--- src/rtl/reglist_pkg.sv ---
package reglist_pkg;
  typedef enum logic [1:0] {
    ST_IDLE,
    ST_REQ,
    ST_WAIT
  } seq_state_e;
endpackage

--- src/rtl/mask_pick.sv ---
// Lowest-set-bit picker: index of the next register still pending.
module mask_pick #(
  parameter int W  = 16,
  parameter int IW = $clog2(W)
) (
  input  logic [W-1:0]  pend_i,
  output logic          any_o,
  output logic [IW-1:0] idx_o
);
  logic [W-1:0] below_clear;
  logic [W-1:0] first_hot;

  assign below_clear[0] = 1'b1;
  for (genvar g = 1; g < W; g++) begin : g_chain
    assign below_clear[g] = below_clear[g-1] & ~pend_i[g-1];
  end
  assign first_hot = pend_i & below_clear;

  always_comb begin
    idx_o = '0;
    for (int i = 0; i < W; i++) begin
      if (first_hot[i]) idx_o = idx_o | IW'(i);
    end
  end
  assign any_o = |pend_i;
endmodule

--- src/rtl/load_extend.sv ---
// Widens a loaded value: sign-extends word data, passes long data through.
module load_extend #(
  parameter int DATA_W = 32,
  parameter int WORD_W = 16
) (
  input  logic              long_i,
  input  logic [DATA_W-1:0] raw_i,
  output logic [DATA_W-1:0] ext_o
);
  logic [DATA_W-1:0] word_ext;
  if (DATA_W > WORD_W) begin : g_wide
    assign word_ext = {{(DATA_W-WORD_W){raw_i[WORD_W-1]}}, raw_i[WORD_W-1:0]};
  end else begin : g_flat
    assign word_ext = raw_i;
  end
  assign ext_o = long_i ? raw_i : word_ext;
endmodule

--- src/rtl/reglist_loader.sv ---
module reglist_loader
  import reglist_pkg::*;
#(
  parameter int FILE_REGS = 8,
  parameter int ADDR_W    = 32,
  parameter int DATA_W    = 32,
  parameter int WORD_W    = 16,
  localparam int MASK_W   = 2 * FILE_REGS,
  localparam int IDX_W    = $clog2(MASK_W)
) (
  input  logic              clk,
  input  logic              rst_n,
  input  logic              start_i,
  input  logic [MASK_W-1:0] mask_i,
  input  logic [ADDR_W-1:0] base_addr_i,
  input  logic              long_i,
  output logic              busy_o,
  output logic              req_valid_o,
  input  logic              req_ready_i,
  output logic [ADDR_W-1:0] req_addr_o,
  input  logic              rsp_valid_i,
  output logic              rsp_ready_o,
  input  logic [DATA_W-1:0] rsp_data_i,
  output logic              reg_we_o,
  output logic [IDX_W-1:0]  reg_idx_o,
  output logic [DATA_W-1:0] reg_wdata_o,
  output logic              done_o,
  output logic [ADDR_W-1:0] end_addr_o
);
  seq_state_e        state_q;
  logic [MASK_W-1:0] pend_q;
  logic [ADDR_W-1:0] addr_q;
  logic              long_q;
  logic [IDX_W-1:0]  cur_q;
  logic              done_q;
  logic [ADDR_W-1:0] end_q;

  logic              pick_any;
  logic [IDX_W-1:0]  pick_idx;
  logic [ADDR_W-1:0] step;
  logic [ADDR_W-1:0] addr_next;
  logic [MASK_W-1:0] pend_left;

  mask_pick #(.W(MASK_W), .IW(IDX_W)) u_pick (
    .pend_i(pend_q),
    .any_o (pick_any),
    .idx_o (pick_idx)
  );

  load_extend #(.DATA_W(DATA_W), .WORD_W(WORD_W)) u_ext (
    .long_i(long_q),
    .raw_i (rsp_data_i),
    .ext_o (reg_wdata_o)
  );

  assign step      = long_q ? ADDR_W'(4) : ADDR_W'(2);
  assign addr_next = addr_q + step;
  assign pend_left = pend_q & ~(MASK_W'(1) << cur_q);

  assign busy_o      = (state_q != ST_IDLE);
  assign req_valid_o = (state_q == ST_REQ) && pick_any;
  assign req_addr_o  = addr_q;
  assign rsp_ready_o = (state_q == ST_WAIT);
  assign reg_we_o    = rsp_ready_o && rsp_valid_i;
  assign reg_idx_o   = cur_q;
  assign done_o      = done_q;
  assign end_addr_o  = end_q;

  always_ff @(posedge clk) begin
    if (!rst_n) begin
      state_q <= ST_IDLE;
      pend_q  <= '0;
      addr_q  <= '0;
      long_q  <= 1'b0;
      cur_q   <= '0;
      done_q  <= 1'b0;
      end_q   <= '0;
    end else begin
      done_q <= 1'b0;
      case (state_q)
        ST_IDLE: begin
          if (start_i) begin
            pend_q <= mask_i;
            addr_q <= base_addr_i;
            long_q <= long_i;
            if (mask_i == '0) begin
              done_q <= 1'b1;
              end_q  <= base_addr_i;
            end else begin
              state_q <= ST_REQ;
            end
          end
        end
        ST_REQ: begin
          if (req_valid_o && req_ready_i) begin
            cur_q   <= pick_idx;
            state_q <= ST_WAIT;
          end
        end
        ST_WAIT: begin
          if (rsp_valid_i) begin
            pend_q <= pend_left;
            addr_q <= addr_next;
            if (pend_left == '0) begin
              done_q  <= 1'b1;
              end_q   <= addr_next;
              state_q <= ST_IDLE;
            end else begin
              state_q <= ST_REQ;
            end
          end
        end
        default: state_q <= ST_IDLE;
      endcase
    end
  end
endmodule

--- config.mk ---
export PLATFORM = sky130hd
export DESIGN_NAME = reglist_loader
export DESIGN_NICKNAME = d
export VERILOG_FILES = /design/src/rtl/reglist_pkg.sv /design/src/rtl/mask_pick.sv /design/src/rtl/load_extend.sv /design/src/rtl/reglist_loader.sv
export SDC_FILE = /design/constraint.sdc
export NUM_CORES = 1
export LEC_CHECK = 0
export ABC_CLOCK_PERIOD_IN_PS = 7350
export BUFFER_PORTS_ARGS = -buffer_cell sky130_fd_sc_hd__buf_2
export CORE_ASPECT_RATIO = 0.7
export CORE_MARGIN = 2
export CORE_UTILIZATION = 35
export DETAILED_ROUTE_END_ITERATION = 7
export MAX_ROUTING_LAYER = met4
export PLACE_DENSITY_LB_ADDON = 0.08
export SYNTH_ARGS = -nofsm -noshare
export SYNTH_HDL_FRONTEND = slang
export SYNTH_SLANG_ARGS = --single-unit
--- constraint.sdc ---
create_clock -name clk -period 7.35 [get_ports clk]
set_clock_uncertainty 0.2 [all_clocks]
set_input_delay 1.47 -clock clk [delete_from_list [all_inputs] [get_ports clk]]
set_output_delay 1.47 -clock clk [all_outputs]
set_load 0.01 [all_outputs]
* After elaboration in Yosys (flattened, before gate mapping) *
Cells that the tools add are included.

storage, ports and cells
  logic and storage cells = 102
  bits in registers = 88
  input bits = 86
  output and inout bits = 105

operators by class
  bitwise logic cells = 32
  shift operators = 1
  equality and inequality tests = 8
  $add $sub $neg = 1
  multiplexer cells = 39
  reduce and logical (&&, ||, !) cells = 14

operators by type and width
  kind                                                                 count
  32-bit 2-to-1 mux                                                    7
  32-bit one-hot mux with 2 select lines                               2
  32-bit by 3-bit adder with 32-bit output                             1
  16-bit AND                                                           2
  16-bit logical NOT                                                   2
  16-bit 2-to-1 mux                                                    2
  4-bit 2-to-1 mux                                                     8
  16-bit one-hot mux with 2 select lines                               1
  16-bit NOT                                                           1
  16-bit OR reduction                                                  1
  1-bit by 4-bit left shift with 16-bit output (first input constant)  1
  3-bit 2-to-1 mux                                                     5
  1-bit NOT                                                            15
  1-bit AND                                                            14
  2-bit 2-to-1 mux                                                     6
  2-bit != test (second input constant)                                4
  1-bit 2-to-1 mux                                                     6
  2-bit one-hot mux with 3 select lines                                1
  5-bit AND reduction                                                  1
  2-bit by 1-bit != test with 1-bit output (second input constant)     2
  2-bit AND reduction                                                  2
  4-bit AND reduction                                                  1
  2-bit nonzero test                                                   2
  1-bit logical AND                                                    3
  5 further kinds                                                      5

* Logic depth before layout (Yosys ltp) *
Gate-level depths: netlist (run 1).

  word-level depth = 31
  gate-level depth with buffers = 12
  gate-level depth less buffers = 10

* Hierarchy *
A second synthesis (run 1) with hierarchy kept.

unflattened totals
  cell total of the unflattened synthesis = 676
  area total of the unflattened synthesis = 5266.3 um^2

modules (own cells, without submodules)
  module          area each (um^2)  seq. area each (um^2)  instances  cells each
  reglist_loader  4668.2            1761.7                 1          608
  load_extend     374.1             0.0                    1          35
  mask_pick       224.0             0.0                    1          33

* Worst setup path after synthesis (run 1) *
Ideal clock, no wire load.

  kind = input to output
  from = in rsp_data_i[15]
  to = out reg_wdata_o[18]
  required time = 5.680 ns
  stages on the path = 3
  arrival = 2.023 ns
  path buffers = 1
  slack = 3.657 ns
  cells stage by stage = nand2_1 clkbuf_1 nand2_1

between the ends
  longest elaborated chain between the ends = 1

ends and longest elaborated chain
  what                RTL line              RTL
  start: declaration  reglist_loader.sv:23  input logic [DATA_W-1:0] rsp_data_i,
  32-bit 2-to-1 mux   load_extend.sv:16     assign ext_o = long_i ? raw_i : word_ext;
  end: declaration    reglist_loader.sv:26  output logic [DATA_W-1:0] reg_wdata_o,

Every way passes these cells.

* Final worst setup path (run 1) *
  from = in rsp_data_i[15]
  to = out reg_wdata_o[22]

Same word-level chain as after synthesis.

==> qor.yml, run 1 <==
run_status:
  status: "completed"
final_layout:
  final_area_um2: 6360
  fillers: 1578
  finish.net_count: 905
  flow.area_growth_from_synthesis_pct: 20.1
  drive_above_1_share: 0.230
  layout.cells.non_filler: 1017
power:
  combPwrFrac: 0.203
  power.switching_uw: 400
  clkPwrFrac: 0.365
  ir_drop_uv: 117
  power_switching_share: 0.309
  power.leakage_uw: 0.00265
  seqPwrFrac: 0.432
  p_total_uw: 1300
  powerDensity_nw_per_um2: 204
  intPower_uw: 896
worst_hold_path:
  min_to: "end_addr_o[11]$_SDFFE_PN0P_"
  worstHoldStart: "end_addr_o[11]$_SDFFE_PN0P_"
  min_path_cells: 2
  hp-class: "flop to flop"
detailed_routing:
  drc: 0
  ant_nets: 0
  vias_per_cell: 5.31
  vias: 5398
  drt_wl_total_mm: 16.9
  first_pass_iters: 6
  drtIter0Drc: 303
  wl_per_cell_um: 16.7
global_route:
  grt_pass1_vias: 5059
  antenna_found_initial: 1
  grt_remaining_overflow: 0
  grt_pass1_wl_mm: 26.8
  grtUsageTotal: 0.217
  grt_max_degree: 118
clock_tree:
  htreeDepth: 3
  clkSinkCount: 88
  worstSkewPairLatency_ns: 0.33
  hold_buffers: 0
  cts_tree: "done"
  clk_path_buf_depth: 2
  cts_root_buffer: "clkbuf_16"
  clk_pin_slew_ns: 0.06
  cts-resized-gates: 0
  cts_setup_buffers: 0
  cts_buffers: 9
timing:
  period_needed_ns: 3.86
  post-route-period-util: 0.525
  final_hold_viol_count: 0
  tns_ns: 0
  rsz0062_at_grt: "no"
  max_slew_margin: 0.189
  final_max_slew_viol_count: 0
  finalSetupViolations: 0
  fmaxAchievable_ghz: 0.259
  worst_pin_slew_ns: 1.21
  setup_ws_ns: 3.49
logic_synthesis:
  syn_area_um2: 5300
  synth.top_cells.by_count: "nand2_1 (196), dfxtp_1 (88), o21ai_0 (37), clkbuf_1 (33), nor2_1 (31)"
  syn-instance-count: 705
  avgSynthCellArea_um2: 7.51
  ys.flop_type: "dfxtp_1"
  synth_area_leader_cell: "dfxtp_1"
  synth-seq-cells: 88
  synth_nets: 794
  async_reset_ff_frac: 0
  ys_warn_count: 0
  yosysMostFrequentCell: "nand2_1"
  synth-edff-count: 0
  yosysUniqueCellTypes: 58
  synth-seq-area-share: 0.333
  synth_top_area_share: 0.333
  synth.area.top_cells: "dfxtp_1 (33%), nand2_1 (14%), mux2i_1 (5.7%)"
placed_design:
  globalplace.congestion: 0.883
  port_buffers: 160
  pre_cts_ws_ns: 3.44
  placed_cells: 1000
  dpl-instance-area_um2: 6050
  dp_hpwl_mm: 12.1
floorplanning:
  die_h_um: 107
  initial_core_util: 0.359
  die_x_um: 151
  rows: 37
  die-area_um2: 16200
  ios: 191
  fp.coreArea_um2: 14800
setup_path:
  start_kind: "primary input"
  worstSetupPathType: "primary input to output port"
  ff2ff_path_depth: 8
  path_max_fanout: 16
  r2r_end: "req_addr_o[29]$_SDFFE_PN0P_"
  required_ns: 5.68
  rrSetupSlack_ns: 3.66
  cp.arrival_ns: 2.19
  reg2reg_from: "long_q$_SDFFE_PN0P_"
  end_kind: "output port"
job:
  cap_viol_max_count: 0
kinds of logic (layout without fill, tap and decap cells):
family | count (synthesis) | in the layout | share of synthesized area
other | 0 | 1 | 0
DFF | 88 | 88 | 0.333
muxes | 30 | 30 | 0.0567
and+or+nand+nor | 337 | 337 | 0.303
adders and majority gates | 3 | 3 | 0.00850
buffers and inverters | 76 | 192 | 0.0725
xor gates and xnor gates | 18 | 18 | 0.0298
AOI/OAI and AO/OA | 153 | 153 | 0.197
sequential cells by signal, indices dropped and copies added (netlist names):
signal      count
end_addr_o     32
req_addr_o     32
done_o          1
pend_q         16
long_q          1
reg_idx_o       4
state_q         2
through the flow:
stage	hold slack (ns)	util
after detailed placement	0.244	0.410
final	0.252	0.431
after global placement	0.243	0.410
after CTS	0.254	0.430
after global routing	0.272	0.431
after floorplan	0.278	-
cell usage in the layout (no fill, tap or decap), drive strengths merged, types with 8 or more instances in the layout:
| master | netlist | routed |
|---|---|---|
| nand2 | 196 | 196 |
| buf | 31 | 164 |
| dfxtp | 88 | 88 |
| o21ai | 38 | 38 |
| a21boi | 33 | 33 |
| nor2 | 31 | 31 |
| mux2i | 30 | 30 |
| nor2b | 16 | 16 |
| nand3 | 15 | 15 |
| a21oi | 14 | 14 |
| a22oi | 13 | 13 |
| nand4 | 13 | 13 |
| inv | 12 | 12 |
| clkbuf | 33 | 12 |
| xnor2 | 11 | 11 |
| nor4 | 10 | 10 |
| a31oi | 9 | 9 |
| or3 | 9 | 9 |
| o21a | 8 | 8 |
power by group through the flow:
stage               registers [uW]  logic, uW  clock network, uW
global placement               569        262                  0
global route                   566        296                505
CTS                            559        265                489
floorplan                      554        179                  0
detailed placement             570        264                  0
finish                         560        263                473
worst max-delay path, cell delays in order:
cell and delay [ns]:
buf_2 0.11, nand2_1 0.34, nand2_1 0.10, buf_2 0.16
layout make-up:
type / instances / area [um^2] / share of cell area
clock inverters: 4 / 52.6 / 0.00826
inverters: 12 / 45.0 / 0.00708
flip-flops and latches: 88 / 1760 / 0.277
repair buffers: 164 / 833 / 0.131
diodes: 1 / 2.50 / 0.000393
well taps: 195 / 244 / 0.0384
multi-input cells: 541 / 3160 / 0.498
clock buffers: 12 / 256 / 0.0403
worst max-delay path by stage:
stage | cells past startpoint | start | endpoint
2_1_floorplan | 3 | rsp_data_i[15] | reg_wdata_o[18]
3_3_place_gp | 7 | start_i | pend_q[6]$_SDFFE_PN0P_
3_5_place_dp | 7 | start_i | pend_q[6]$_SDFFE_PN0P_
4_1_cts | 4 | rsp_data_i[15] | reg_wdata_o[22]
5_1_grt | 8 | long_q$_SDFFE_PN0P_ | req_addr_o[29]$_SDFFE_PN0P_
6_report | 4 | rsp_data_i[15] | reg_wdata_o[22]
per-layer routing:
| metal | global-route usage | routed length [um] |
|---|---|---|
| met4 | 0.0401 | 95 |
| met5 | - | 0 |
| met3 | 0.0511 | 1380 |
| met2 | 0.308 | 6940 |
| met1 | 0.314 | 8510 |
Note: power is estimated with default switching activity, not from simulation.
==> run 2, diff against run 1 <==
- ABC_AREA: unset -> 1
- ABC_CLOCK_PERIOD_IN_PS: 7350 -> 3890
- clock period: 7.35 -> 3.89 ns (I/O delays scaled with it)
==> qor.yml, run 2 <==
run_status:
  status: "completed"
timing:
  worst_pin_slew_ns: 0.910  # -0.303 ns
  setup_ws_ns: 0.906  # -2.59 ns
  period_needed_ns: 2.98
  final_hold_viol_count: 0  # unchanged
  finalSetupViolations: 0  # unchanged
  tns_ns: 0  # unchanged
  post-route-period-util: 0.767
  fmaxAchievable_ghz: 0.335
  final_max_slew_viol_count: 0  # unchanged
  rsz0062_at_grt: "no"
  max_slew_margin: 0.392  # +0.204
clock_tree:
  cts_tree: "done"
  cts_root_buffer: "clkbuf_16"
  cts_buffers: 9  # unchanged
  clkSinkCount: 88  # unchanged
  cts-resized-gates: 0  # unchanged
  htreeDepth: 3  # unchanged
  worstSkewPairLatency_ns: 0.36  # +0.03 ns
  cts_setup_buffers: 0  # unchanged
  clk_pin_slew_ns: 0.07  # about the same
  hold_buffers: 0  # unchanged
  clk_path_buf_depth: 2  # unchanged
setup_path:
  crit_path_top_delay_cell: "dfxtp_1"
  path_max_fanout: 18  # +2
  crit_chain: "inv_1 -> ha_1 -> inv_1 -> fa_1 -> inv_1 -> nand2_1 -> nor2_1 -> xor2_1 -> mux2i_1 -> nand2_1 -> nand2_1 -> nor2_1"
  ff2ff_path_depth: 12  # +4
  worstSetupPathType: "flop to flop"
  start_kind: "flop"
  rrSetupSlack_ns: 0.91  # -2.75 ns
  critical_path.max_stage_delay_ns: 0.49  # +0.15 ns
  required_ns: 3.94  # -1.74 ns
  end_kind: "flop"
  cp.arrival_ns: 3.04  # +0.85 ns
floorplanning:
  die-area_um2: 16500  # +2.5%
  die_h_um: 108  # +1.2%
  fp.coreArea_um2: 15400  # +4.0%
  rows: 38  # +2.7%
  initial_core_util: 0.354  # -0.00505
  die_x_um: 153  # +1.2%
  ios: 191  # unchanged
logic_synthesis:
  syn_area_um2: 5430  # +2.5%
  synth_nets: 959  # +21%
  async_reset_ff_frac: 0  # unchanged
  ys_warn_count: 0  # unchanged
  synth-edff-count: 0  # unchanged
  avgSynthCellArea_um2: 6.24  # -17%
  synth.area.top_cells: "dfxtp_1 (32%), nand2_1 (19%), nor2_1 (9.3%)"
  syn-instance-count: 870  # +23%
  synth.top_cells.by_count: "nand2_1 (271), nor2_1 (135), dfxtp_1 (88), o21ai_0 (67), inv_1 (55)"
  synth-seq-area-share: 0.324  # -0.00820
  synth_area_leader_cell: "dfxtp_1"
  synth_top_area_share: 0.324  # -0.00820
  synth-seq-cells: 88  # unchanged
  yosysMostFrequentCell: "nand2_1"
  yosysUniqueCellTypes: 37  # -36%
  ys.flop_type: "dfxtp_1"
final_layout:
  drive_above_1_share: 0.204  # -0.0262
  post-route-util: 0.421  # -0.00968
  final_cell_mix: "nand2_1 (271), buf_2 (160), nor2_1 (135), dfxtp_1 (88), o21ai_0 (67)"
  layout.cells.non_filler: 1195  # +18%
  finish.net_count: 1079  # +19%
  layout_commonest_cell: "nand2_1"
  antenna_cells: 0  # -1
  flow.area_growth_from_synthesis_pct: 19.0
detailed_routing:
  wl_met1_mm: 10.0  # +18%
  vias_per_cell: 4.92  # -7.2%
  ant_nets: 0  # unchanged
  drtIter0Drc: 570  # +88%
  met2WireLength_mm: 6.70  # -3.5%
  wl_per_cell_um: 15.6  # -6.4%
  top_layer_used: "met4"
  route.met3.wl_mm: 1.73  # +26%
  vias: 5883  # +9.0%
  drt_wl_total_mm: 18.6  # +9.9%
  first_pass_iters: 8  # +2
  drc: 0  # unchanged
job:
  cap_viol_max_count: 0  # unchanged
placed_design:
  globalplace.congestion: 0.878  # -0.58%
  placed_cells: 1179  # +18%
  pre_cts_ws_ns: 0.892  # -2.55 ns
  dp_hpwl_mm: 14.2  # +17%
  port_buffers: 160  # unchanged
power:
  powerDensity_nw_per_um2: 401  # +97%
  ir_drop_uv: 194  # +65%
  power.leakage_uw: 0.00308  # +16%
  p_total_uw: 2590  # +100%
global_route:
  grtUsageTotal: 0.234  # +0.0172
  grt_remaining_overflow: 0  # unchanged
  grt_max_degree: 63  # -47%
  grt_pass1_wl_mm: 29.4  # +9.6%
  antenna_found_initial: 0  # -1
  grt_pass1_vias: 5183  # +2.5%
worst_hold_path:
  hp-class: "flop to flop"
  min_path_cells: 2  # unchanged
[run 2: cell types whose count changed after synthesis, moves of 15 or more]
cell / previous run / this run
nand2_1: 196 / 271
o21ai_0: 37 / 67
a21boi_0: 28 / 1
nor2_1: 31 / 135
nor2b_1: 16 / 0
a31oi_1: 9 / 24
nand3b_1: 0 / 21
nand3_1: 14 / 48
inv_1: 12 / 55
mux2i_1: 30 / 3
[run 2: worst paths after layout]
check	startpoint	endpoint
min	end_addr_o[15]$_SDFFE_PN0P_	end_addr_o[15]$_SDFFE_PN0P_
max	long_q$_SDFFE_PN0P_	end_addr_o[15]$_SDFFE_PN0P_
max reg2reg	long_q$_SDFFE_PN0P_	end_addr_o[15]$_SDFFE_PN0P_
min reg2reg	end_addr_o[15]$_SDFFE_PN0P_	end_addr_o[15]$_SDFFE_PN0P_
[run 2: routing by layer]
metal | vias up | global-route usage
li1 | 3050 | -
met1 | 2601 | 0.359
met2 | 210 | 0.292
met3 | 22 | 0.0701
met4 | 0 | 0.0456
met5 | - | -
[run 2: worst max-delay path, delay by kind of cell (launching register included)]
kind                     cells  cell delay (ns)
XOR/XNOR                     1             0.11
adder cells (fa/ha/maj)      2             0.66
buffers and inverters        3             0.50
flip-flops                   1             0.49
multiplexers                 1             0.21
AND/OR/NAND/NOR              5             0.73
[run 2: report_power, final]
| group | switching, uW | internal, uW | total, uW |
|---|---|---|---|
| logic | 401 | 229 | 630 |
| clock network | 408 | 443 | 851 |
| registers | 133 | 980 | 1110 |
[run 2: area by class of cell]
class	count	area (um^2)
multi-input cells	662	3080
fillers	1680	8890
clock buffers	10	229
flip-flops and latches	88	1760
repair buffers	167	853
inverters	62	235
clock inverters	6	51.3
well taps	200	250
[run 2: logic make-up (layout without fill, tap and decap cells)]
logic type                 Yosys count  count (layout)  synth area share
muxes                                3               3           0.00553
xor gates and xnor gates            11              11            0.0177
buffers and inverters              120             245             0.108
DFF                                 88              88             0.324
adders and majority gates            3               3           0.00829
and+or+nand+nor                    512             512             0.401
AOI/OAI and AO/OA                  133             133             0.136
[run 2: stage by stage]
stage | cell area, um^2 | hold WS [ns]
global placement | 6180 | 0.266
CTS | 6460 | 0.286
detailed placement | 6180 | 0.271
finish | 6460 | 0.281
floorplan | 5430 | 0.288
global route | 6460 | 0.304
==> run 3, diff against run 2 <==
- ABC_AREA: 1 -> 0
- ABC_CLOCK_PERIOD_IN_PS: 3890 -> 2720
- clock period: 3.89 -> 2.72 ns (I/O delays scaled with it)
==> qor.yml, run 3 (synthesis gave the netlist of run 1 again) <==
run_status:
  status: "completed"
clock_tree:
  clk_path_buf_depth: 2  # unchanged
  cts_root_buffer: "clkbuf_16"
  htreeDepth: 3  # unchanged
  worstSkewPairLatency_ns: 0.35  # about the same
  clk_pin_slew_ns: 0.07  # about the same
  hold_buffers: 0  # unchanged
  clkSinkCount: 88  # unchanged
  cts_buffers: 9  # unchanged
  cts_tree: "done"
detailed_routing:
  wl_per_cell_um: 17.8  # +14%
  drtIter0Drc: 363  # -36%
  ant_nets: 0  # unchanged
  drt_wl_total_mm: 18.6  # about the same
  first_pass_iters: 5  # -3
  drc: 0  # unchanged
  vias_per_cell: 5.40  # +9.6%
  vias: 5651  # -3.9%
global_route:
  grtUsageTotal: 0.241  # +0.00702
  antenna_found_initial: 0  # unchanged
  grt_pass1_vias: 5445  # +5.1%
  use_met2: 0.326  # +0.0342
  grt_pass1_wl_mm: 29.3  # -0.31%
  grt_max_degree: 52  # -17%
  grt_use_met1: 0.357  # -0.00215
  grt_remaining_overflow: 0  # unchanged
  grt_busiest_layer: "met1"
  gr-usage-met3: 0.0557  # -0.0144
placed_design:
  globalplace.congestion: 0.945  # +7.7%
  port_buffers: 160  # unchanged
  pre_cts_ws_ns: -0.0914  # -0.984 ns
  dp_hpwl_mm: 13.7  # -3.4%
timing:
  finalSetupViolations: 0  # unchanged
  post-route-period-util: 0.948  # +0.180
  setup_ws_ns: 0.143  # -0.763 ns
  period_needed_ns: 2.58  # -0.407 ns
  fmaxAchievable_ghz: 0.388  # +16%
  final_hold_viol_count: 0  # unchanged
  tns_ns: 0  # unchanged
  hold_ws_ns: 0.255  # -0.0260 ns
  max_slew_margin: 0.646  # +0.254
  final_max_slew_viol_count: 0  # unchanged
  worst_pin_slew_ns: 0.531  # -0.379 ns
floorplanning:
  initial_core_util: 0.359  # +0.00505
  ios: 191  # unchanged
  die_x_um: 151  # -1.2%
  rows: 37  # -2.6%
  fp.coreArea_um2: 14800  # -3.8%
  die_h_um: 107  # -1.2%
  die-area_um2: 16200  # -2.4%
power:
  powerDensity_nw_per_um2: 523  # +30%
  power.leakage_uw: 0.00285  # -7.3%
  ir_drop_uv: 330  # +70%
final_layout:
  drive_above_1_share: 0.279  # +0.0753
  flow.area_growth_from_synthesis_pct: 26.8
  antenna_cells: 0  # unchanged
  final_cell_mix: "nand2_1 (196), buf_2 (159), dfxtp_1 (86), o21ai_0 (36), buf_4 (33)"
  layout_commonest_cell: "nand2_1"
  finish.net_count: 937  # -13%
worst_hold_path:
  hp-class: "flop to flop"
setup_path:
  ff2ff_path_depth: 10  # -2
  cp.arrival_ns: 2.66  # -0.38 ns
  required_ns: 2.80  # -1.14 ns
  cp-startpoint: "long_q$_SDFFE_PN0P_"
  start_kind: "flop"
  path_max_fanout: 5  # -13
  reg2reg_from: "long_q$_SDFFE_PN0P_"
  rrSetupSlack_ns: 0.14  # -0.76 ns
  end_kind: "flop"
  crit_end: "req_addr_o[17]$_SDFFE_PN0P_"
  r2r_end: "req_addr_o[17]$_SDFFE_PN0P_"
  worstSetupPathType: "flop to flop"
job:
  cap_viol_max_count: 0  # unchanged
run 3: changes by cell type in the layout (fill, tap and decap cells not counted), sizes merged, moves of 10 or more:
cell    before  now
mux2i        3   30
nor4         0   10
a21boi       1   33
nand3b      21    0
nor2b        0   16
a31oi       24    9
inv         65   12
o21ai       68   38
nor2       140   31
a21oi       26   14
buf        167  195
a22oi        0   13
nand2      273  196
nand3       48   15
run 3: layout make-up:
type / instances / area, um^2
Clock buffer: 12 / 256
Clock inverter: 3 / 17.5
Fill cell: 1549 / 8050
Inverter: 12 / 47.5
Multi-Input combinational cell: 542 / 3280
Sequential cell: 88 / 1760
Tap cell: 195 / 244
Timing Repair Buffer: 195 / 1100
run 3: through the flow:
stage,area (um^2),utilization,cells,total power [uW]
2_1_floorplan,5310,-,705,1980
3_3_place_gp,6310,0.427,1028,2310
3_5_place_dp,6310,0.427,1028,2320
4_1_cts,6610,0.448,1043,3520
5_1_grt,6720,0.455,1047,3710
6_report,6720,0.455,1047,3520
run 3: layer usage:
layer / wire (um) / vias up
met5: 0 / -
met1: 9540 / 2668
met2: 7450 / 220
met4: 298 / 0
met3: 1340 / 32
li1: - / 2731
run 3: how the worst min path moves through the flow:
| stage | start | end | slack, ns | cells after the start |
|---|---|---|---|---|
| 3_3_place_gp | end_addr_o[28]$_SDFFE_PN0P_ | end_addr_o[28]$_SDFFE_PN0P_ | 0.24 | 2 |
| 2_1_floorplan | pend_q[0]$_SDFFE_PN0P_ | pend_q[0]$_SDFFE_PN0P_ | 0.28 | 2 |
| 5_1_grt | long_i | long_q$_SDFFE_PN0P_ | 0.26 | 3 |
| 6_report | end_addr_o[30]$_SDFFE_PN0P_ | end_addr_o[30]$_SDFFE_PN0P_ | 0.25 | 2 |
| 4_1_cts | end_addr_o[30]$_SDFFE_PN0P_ | end_addr_o[30]$_SDFFE_PN0P_ | 0.26 | 2 |
| 3_5_place_dp | end_addr_o[5]$_SDFFE_PN0P_ | end_addr_o[5]$_SDFFE_PN0P_ | 0.24 | 2 |
run 3: critical path: stages (launching register included):
cell and delay (ns):
dfxtp_2 0.34, inv_4 0.07, ha_4 0.13, inv_1 0.05, fa_2 0.34, and4b_4 0.40
nand4_4 0.16, or3_4 0.38, a31oi_2 0.22, nand2_1 0.07, a21boi_0 0.16
run 3: power by group:
part | internal [uW] | total, uW | switching (uW)
combinational | 342 | 823 | 481
clock | 662 | 1200 | 537
sequential | 1370 | 1490 | 129
run 3: what timing repair did:
action | CTS | global route
gates cloned | 0 | 1
endpoints found under the setup margin | 8 | 22
buffers inserted | 0 | 3
pin swaps | 0 | 8
resized for setup | 5 | 17
